<file path="config.mk">
export PLATFORM = sky130hd
export DESIGN_NAME = rx_irq_cause_ctrl
export DESIGN_NICKNAME = d
export VERILOG_FILES = /design/src/rtl/rxic_pkg.sv /design/src/rtl/rxic_ring_level.sv /design/src/rtl/rxic_ovr_guard.sv /design/src/rtl/rxic_delay_timer.sv /design/src/rtl/rxic_cause_reg.sv /design/src/rtl/rx_irq_cause_ctrl.sv
export SDC_FILE = /design/constraint.sdc
export NUM_CORES = 1
export LEC_CHECK = 0
export BUFFER_PORTS_ARGS = -buffer_cell sky130_fd_sc_hd__buf_2
export CAP_MARGIN = 20
export CORE_MARGIN = 2
export CORE_UTILIZATION = 46
export DETAILED_ROUTE_END_ITERATION = 12
export PLACE_DENSITY = 0.74
export SKIP_CTS_REPAIR_TIMING = 1
export SYNTH_ARGS = -nofsm -noshare
export SYNTH_HDL_FRONTEND = slang
export SYNTH_SLANG_ARGS = --single-unit
</file>
<file path="constraint.sdc">
create_clock -name clk -period 2.95 [get_ports clk]
set_input_delay 0.1475 -clock clk [delete_from_list [all_inputs] [get_ports clk]]
set_output_delay 0.1475 -clock clk [all_outputs]
set_load 0.01 [all_outputs]
</file>
<file path="src/rtl/rxic_pkg.sv">
package rxic_pkg;

  localparam int N_CAUSE = 4;
  localparam int N_TMR   = 2;

  typedef enum int {
    C_LOWDESC = 0,
    C_OVERRUN = 1,
    C_PKTTMR  = 2,
    C_ABSTMR  = 3
  } cause_e;

  // Free slots between tail and head in a ring of 2^lg entries.
  function automatic logic [31:0] ring_free(input logic [31:0] h,
                                            input logic [31:0] t,
                                            input logic [5:0]  lg);
    logic [31:0] msk;
    msk = (32'd1 << lg) - 32'd1;
    return (h - t - 32'd1) & msk;
  endfunction

  // Minimum level as a fraction of the ring; code 3 is reserved (half).
  function automatic logic [31:0] ring_floor(input logic [1:0] code,
                                             input logic [5:0] lg);
    logic [31:0] sz;
    int          sh;
    sz = 32'd1 << lg;
    case (code)
      2'd1:    sh = 2;
      2'd2:    sh = 3;
      default: sh = 1;
    endcase
    return sz >> sh;
  endfunction

endpackage

</file>
<file path="src/rtl/rxic_ring_level.sv">
module rxic_ring_level #(
  parameter int PTR_W = 12,
  parameter int LG_W  = 4
) (
  input  logic             clk,
  input  logic             rst_n,
  input  logic [LG_W-1:0]  ring_lg2,
  input  logic [PTR_W-1:0] head_ptr,
  input  logic [PTR_W-1:0] tail_ptr,
  input  logic [1:0]       thr_code,
  output logic [PTR_W-1:0] free_cnt,
  output logic             low_evt
);
  import rxic_pkg::*;

  localparam logic [LG_W-1:0] LG_MAX = LG_W'(PTR_W);

  logic [LG_W-1:0] lg_eff;
  logic [31:0]     free_w;
  logic [31:0]     floor_w;
  logic            match_now;
  logic            match_q;

  always_comb begin
    lg_eff    = (ring_lg2 > LG_MAX) ? LG_MAX : ring_lg2;
    free_w    = ring_free(32'(head_ptr), 32'(tail_ptr), 6'(lg_eff));
    floor_w   = ring_floor(thr_code, 6'(lg_eff));
    match_now = (free_w == floor_w);
    free_cnt  = free_w[PTR_W-1:0];
    low_evt   = match_now && !match_q;
  end

  always_ff @(posedge clk or negedge rst_n) begin
    if (!rst_n) match_q <= 1'b0;
    else        match_q <= match_now;
  end

  AST_LOW_ONESHOT: assert property (@(posedge clk) disable iff (!rst_n)
    low_evt |=> !low_evt);

endmodule

</file>
<file path="src/rtl/rxic_ovr_guard.sv">
module rxic_ovr_guard (
  input  logic clk,
  input  logic rst_n,
  input  logic wr_try,
  input  logic wr_last,
  input  logic fifo_full,
  output logic ovr_evt,
  output logic drop_o,
  output logic pkt_ok
);
  logic drop_q;

  always_comb begin
    ovr_evt = wr_try && fifo_full && !drop_q;
    drop_o  = drop_q || ovr_evt;
    pkt_ok  = wr_try && wr_last && !drop_o;
  end

  always_ff @(posedge clk or negedge rst_n) begin
    if (!rst_n) begin
      drop_q <= 1'b0;
    end else if (wr_try) begin
      if (wr_last)     drop_q <= 1'b0;
      else if (drop_o) drop_q <= 1'b1;
    end
  end

  AST_DROP_ENDS: assert property (@(posedge clk) disable iff (!rst_n)
    (drop_o && wr_try && wr_last) |=> !drop_o || wr_try);

endmodule

</file>
<file path="src/rtl/rxic_delay_timer.sv">
module rxic_delay_timer #(
  parameter int DLY_W   = 16,
  parameter bit RESTART = 1'b1
) (
  input  logic             clk,
  input  logic             rst_n,
  input  logic             start,
  input  logic             cancel,
  input  logic [DLY_W-1:0] dly,
  output logic             expire,
  output logic             running
);
  logic [DLY_W-1:0] cnt_q;
  logic             run_q;
  logic             may_load;

  always_comb begin
    expire   = run_q && (cnt_q <= DLY_W'(1)) && !cancel;
    may_load = start && (RESTART || !run_q || expire);
    running  = run_q;
  end

  always_ff @(posedge clk or negedge rst_n) begin
    if (!rst_n) begin
      run_q <= 1'b0;
      cnt_q <= '0;
    end else if (cancel) begin
      run_q <= 1'b0;
    end else if (may_load) begin
      run_q <= 1'b1;
      cnt_q <= dly;
    end else if (expire) begin
      run_q <= 1'b0;
    end else if (run_q) begin
      cnt_q <= cnt_q - DLY_W'(1);
    end
  end

  AST_EXPIRE_STOPS: assert property (@(posedge clk) disable iff (!rst_n)
    (expire && !start) |=> !running);

endmodule

</file>
<file path="src/rtl/rxic_cause_reg.sv">
module rxic_cause_reg #(
  parameter int NC = 4
) (
  input  logic          clk,
  input  logic          rst_n,
  input  logic [NC-1:0] set_vec,
  input  logic          rd,
  input  logic [NC-1:0] mask,
  output logic [NC-1:0] cause_q,
  output logic          irq
);
  always_ff @(posedge clk or negedge rst_n) begin
    if (!rst_n) cause_q <= '0;
    else        cause_q <= set_vec | (rd ? '0 : cause_q);
  end

  always_comb irq = |(cause_q & mask);

  AST_RD_CLEARS: assert property (@(posedge clk) disable iff (!rst_n)
    (rd && (set_vec == '0)) |=> (cause_q == '0));

  for (genvar g = 0; g < NC; g++) begin : g_chk
    AST_SET_LATCH: assert property (@(posedge clk) disable iff (!rst_n)
      set_vec[g] |=> cause_q[g]);
  end

endmodule

</file>
<file path="src/rtl/rx_irq_cause_ctrl.sv">
module rx_irq_cause_ctrl #(
  parameter int PTR_W = 12,
  parameter int LG_W  = 4,
  parameter int DLY_W = 16
) (
  input  logic                         clk,
  input  logic                         rst_n,
  input  logic [LG_W-1:0]              ring_lg2,
  input  logic [PTR_W-1:0]             head_ptr,
  input  logic [PTR_W-1:0]             tail_ptr,
  input  logic [1:0]                   thr_code,
  input  logic                         wr_try,
  input  logic                         wr_last,
  input  logic                         fifo_full,
  input  logic [DLY_W-1:0]             delay_pkt,
  input  logic [DLY_W-1:0]             delay_abs,
  input  logic [rxic_pkg::N_CAUSE-1:0] irq_mask,
  input  logic                         cause_rd,
  output logic [rxic_pkg::N_CAUSE-1:0] cause_rdata,
  output logic                         irq,
  output logic                         drop_o,
  output logic [PTR_W-1:0]             free_cnt
);
  import rxic_pkg::*;

  logic             low_evt;
  logic             ovr_evt;
  logic             pkt_ok;
  logic             tmr_cancel;
  logic [N_TMR-1:0] tmr_exp;
  logic [N_TMR-1:0] tmr_run;
  logic [N_CAUSE-1:0] set_vec;

  rxic_ring_level #(.PTR_W(PTR_W), .LG_W(LG_W)) u_level (
    .clk      (clk),
    .rst_n    (rst_n),
    .ring_lg2 (ring_lg2),
    .head_ptr (head_ptr),
    .tail_ptr (tail_ptr),
    .thr_code (thr_code),
    .free_cnt (free_cnt),
    .low_evt  (low_evt)
  );

  rxic_ovr_guard u_guard (
    .clk       (clk),
    .rst_n     (rst_n),
    .wr_try    (wr_try),
    .wr_last   (wr_last),
    .fifo_full (fifo_full),
    .ovr_evt   (ovr_evt),
    .drop_o    (drop_o),
    .pkt_ok    (pkt_ok)
  );

  always_comb tmr_cancel = low_evt || ovr_evt;

  for (genvar g = 0; g < N_TMR; g++) begin : g_tmr
    rxic_delay_timer #(.DLY_W(DLY_W), .RESTART(g == 0)) u_tmr (
      .clk     (clk),
      .rst_n   (rst_n),
      .start   (pkt_ok),
      .cancel  (tmr_cancel),
      .dly     ((g == 0) ? delay_pkt : delay_abs),
      .expire  (tmr_exp[g]),
      .running (tmr_run[g])
    );
  end

  always_comb begin
    set_vec            = '0;
    set_vec[C_LOWDESC] = low_evt;
    set_vec[C_OVERRUN] = ovr_evt;
    set_vec[C_PKTTMR]  = tmr_exp[0];
    set_vec[C_ABSTMR]  = tmr_exp[1];
  end

  rxic_cause_reg #(.NC(N_CAUSE)) u_cause (
    .clk     (clk),
    .rst_n   (rst_n),
    .set_vec (set_vec),
    .rd      (cause_rd),
    .mask    (irq_mask),
    .cause_q (cause_rdata),
    .irq     (irq)
  );

  AST_CANCEL_IDLE: assert property (@(posedge clk) disable iff (!rst_n)
    tmr_cancel |=> (tmr_run == '0));
  AST_OVR_CAUSE: assert property (@(posedge clk) disable iff (!rst_n)
    ovr_evt |=> cause_rdata[C_OVERRUN]);
  AST_LOW_CAUSE: assert property (@(posedge clk) disable iff (!rst_n)
    low_evt |=> cause_rdata[C_LOWDESC]);

endmodule

</file>
==> flow_summary.json <==
{
  "clkLatencyLatePin_ns": 0.30,
  "start_util": 0.4777,
  "synth_fp_nets": 639,
  "synth-seq-cells": 40,
  "worst_slack_ns": -1.604,
  "drtAntennaViolNets": 0,
  "avgViaCountPerCell": 5.887,
  "drt_wl_total_um": 12990,
  "min_period_ns": 4.554,
  "synthFlopType": "dfrtp_1",
  "power.total_mw": 2.941,
  "tritoncts": "built",
  "worst_pin_slew_ns": 0.9239,
  "r2r_start": "g_tmr[1].u_tmr.cnt_q[0]",
  "setup_viol": 38,
  "clk_path_buf_depth": 2,
  "antenna_cells": 0,
  "grt_pass1_wl_um": 20870,
  "required_ns": 3.14,
  "die_height_um": 99.40,
  "seq_area_frac_synth": 0.2391,
  "rsz0062_at_grt": "yes",
  "synthSimpleGateAreaFrac": 0.2487,
  "hold_viol_final": 40,
  "overflow": 0,
  "arrival_ns": 4.75,
  "ir_drop_mv": 0.3488,
  "root_buffer": "clkbuf_8",
  "reg2regPathDepth": 10,
  "synth_top_area_cell": "dfrtp_1",
  "synth_compound_area_frac": 0.3010,
  "yosys_warnings": 0,
  "synth.distinct_cells": 69,
  "whs_ns": -0.02595,
  "final_nets": 819,
  "die-width_um": 99.40,
  "gr-usage-all-layers": 0.2510,
  "detailed_place_hpwl_um": 9510,
  "worst-path-max-fanout": 5,
  "via_count": 4904,
  "clk_pin_slew_ns": 0.08,
  "core_area_sq_um": 8763,
  "antenna_found_initial": 0,
  "cts.sinks": 40,
  "gp_congestion": 0.8739,
  "synthCells": 544,
  "synthesis.area_sq_um": 4187,
  "ys_top_cells_by_area": "dfrtp_1, ha_1, o21ai_0",
  "synth_edf_count": 0,
  "grt_start_max_net_pins": 41,
  "crit_path_start_kind": "primary input",
  "yosys.area.top_type_share": 0.2391,
  "rows": 34,
  "numPortBuffers": 89,
  "p_leak_nw": 2.788,
  "fin_skew_ns": 0.007279,
  "syn_avg_cell_area_sq_um": 7.696,
  "synthMuxAreaShare": 0.03108,
  "violations": "negative hold slack, negative setup slack",
  "slew_viol_final": 0,
  "relSlewSlack": 0.3841,
  "drc_errors": 0,
  "dr.pass1.iters": 5,
  "drive_above_1_share": 0.3683,
  "max_freq_mhz": 219.6,
  "synth_top_family_by_area": "compound AO/OA/AOI/OAI gates",
  "io_pins": 90,
  "r2r_setup_slack_ns": 0.16,
  "dieArea_sq_um": 9880,
  "synth_fa_ha_area_frac": 0.07053,
  "cts_max_level": 2,
  "power_per_cell_area_nw_per_um2": 500.5,
  "post-route-period-util": 1.544,
  "synth_xor_area_frac": 0.04453,
  "hold_class": "primary input to async pin",
  "syn2layout_area_growth_pct": 40.35,
  "maxCapViolCount": 0,
  "worstSetupEndpointType": "flip-flop",
  "drtIter0Drc": 253,
  "routedWlPerCell_um": 15.60,
  "reg2reg_to": "g_tmr[1].u_tmr.cnt_q[2]",
  "cts_made_buffers": 5,
  "synthArstFlopShare": 1.000,
  "outcome": "finished with violations",
  "path_class": "primary input to flip-flop",
  "grt_pass1_vias": 4597
}
[kinds of logic (layout without fill, tap and decap cells)]
logic type	Yosys count	after routing
simple gates	203	203
fa+ha+maj	23	23
other cells	2	2
mux	11	11
buf+inv	63	244
compound gates	184	184
flops	40	40
xor+xnor	18	18
[power by group]
part | internal [mW] | switching (mW)
Clock | 0.251 | 0.204
Sequential | 0.751 | 0.224
Combinational | 0.725 | 0.785
Total | 1.73 | 1.21
[sequential cells by signal, indices dropped and copies added (netlist names)]
register,cells
u_cause.cause_q,4
g_tmr.u_tmr.running,2
g_tmr.u_tmr.cnt_q,32
u_guard.drop_q,1
u_level.match_q,1
[cell usage in the layout, fill, tap and decap left out, types with 5 or more instances in the layout]
cell type,count
a21oi_2,11
nor4_1,12
nand2b_1,9
buf_6,6
o2bb2ai_1,13
or2_2,5
o211a_1,7
buf_2,86
a31oi_1,9
xnor2_1,8
dfrtp_1,40
clkbuf_8,5
o21ai_0,33
nand3b_1,5
o21ai_1,10
nor2_1,35
nand3_1,13
o22ai_1,6
xor2_1,8
nand2_1,49
buf_4,104
inv_1,32
nor3_1,23
a21o_1,6
or3_1,5
a22oi_1,10
nand4_1,7
ha_1,18
o21a_1,5
a21oi_1,25
[synth_stat cells, types with 5 or more instances]
cell type,n
o22ai_1,6
xnor2_1,8
nor4_1,12
xor2_1,8
nand4_1,7
a21oi_1,36
nand3_1,17
nor3_1,23
nor2_1,37
nand3b_1,5
o21a_1,6
clkbuf_1,17
nand2_1,52
and3_1,5
a211oi_1,5
o21ai_0,44
a31oi_1,10
nand2b_1,12
a21o_1,6
or2_2,5
o2bb2ai_1,13
dfrtp_1,40
nor4b_1,5
inv_1,35
or3_1,5
ha_1,22
a22oi_1,10
o211a_1,8
[per-layer routing]
metal  global-route usage  part of all wire  vias up  wire (um)
met3              0.03092             0.057       21        742
li1                     -                 -     2400          -
met2               0.4096              0.48      165       6242
met1               0.3627              0.45     2318       5866
met5                    0                 0        -          0
met4              0.04531             0.011        0        142
[layout make-up]
| type | instances | area (sq um) |
|---|---|---|
| sequential | 40 | 1001 |
| timing repair inverter | 2 | 20.02 |
| clock buffer | 6 | 72.57 |
| fill | 739 | 2888 |
| tap | 108 | 135.1 |
| timing repair buffer | 197 | 1294 |
| clock inverter | 2 | 35.03 |
| multi-input combinational | 441 | 3164 |
| inverter | 37 | 153.9 |
[worst max-delay path by stage]
stage	start	to	slack [ns]
final	head_ptr[6]	g_tmr[1].u_tmr.cnt_q[12]	-1.60
after global routing	head_ptr[0]	g_tmr[1].u_tmr.cnt_q[12]	-1.90
after CTS	head_ptr[0]	g_tmr[1].u_tmr.cnt_q[12]	-1.80
after detailed placement	head_ptr[0]	g_tmr[1].u_tmr.cnt_q[12]	-2.09
after global placement	head_ptr[0]	g_tmr[1].u_tmr.cnt_q[12]	-1.93
after floorplan	head_ptr[0]	g_tmr[1].u_tmr.cnt_q[12]	-1.53
[metrics by stage]
stage / setup TNS (ns) / cells / setup slack, ns / utilization / cell area [sq um]
finish: -56.15 / 833 / -1.604 / 0.6705 / 5876
global route: -68.45 / 833 / -1.900 / 0.6705 / 5876
CTS: -59.54 / 824 / -1.797 / 0.6443 / 5647
detailed placement: -70.55 / 816 / -2.086 / 0.6321 / 5539
global placement: -65.28 / 816 / -1.934 / 0.6321 / 5539
floorplan: -46.81 / 544 / -1.529 / - / 4349
[worst max-delay path, cell delays in order]
cell and delay (ns):
buf_2 0.12, ha_4 0.23, a21o_1 0.18, a2111o_1 0.37
o32a_1 0.20, a222oi_1 0.36, buf_4 0.19, and3_4 0.17
nand3_2 0.08, nand2b_4 0.17, ha_4 0.21, nand3_2 0.07
o311ai_2 0.11, nor3_1 0.19, o211ai_1 0.11, nor4bb_1 0.34
nand4_1 0.16, nor4b_2 0.37, o211a_1 0.25, a31o_4 0.21
mux2_4 0.30, o211a_1 0.20
Power figures use the tool's default switching activity.
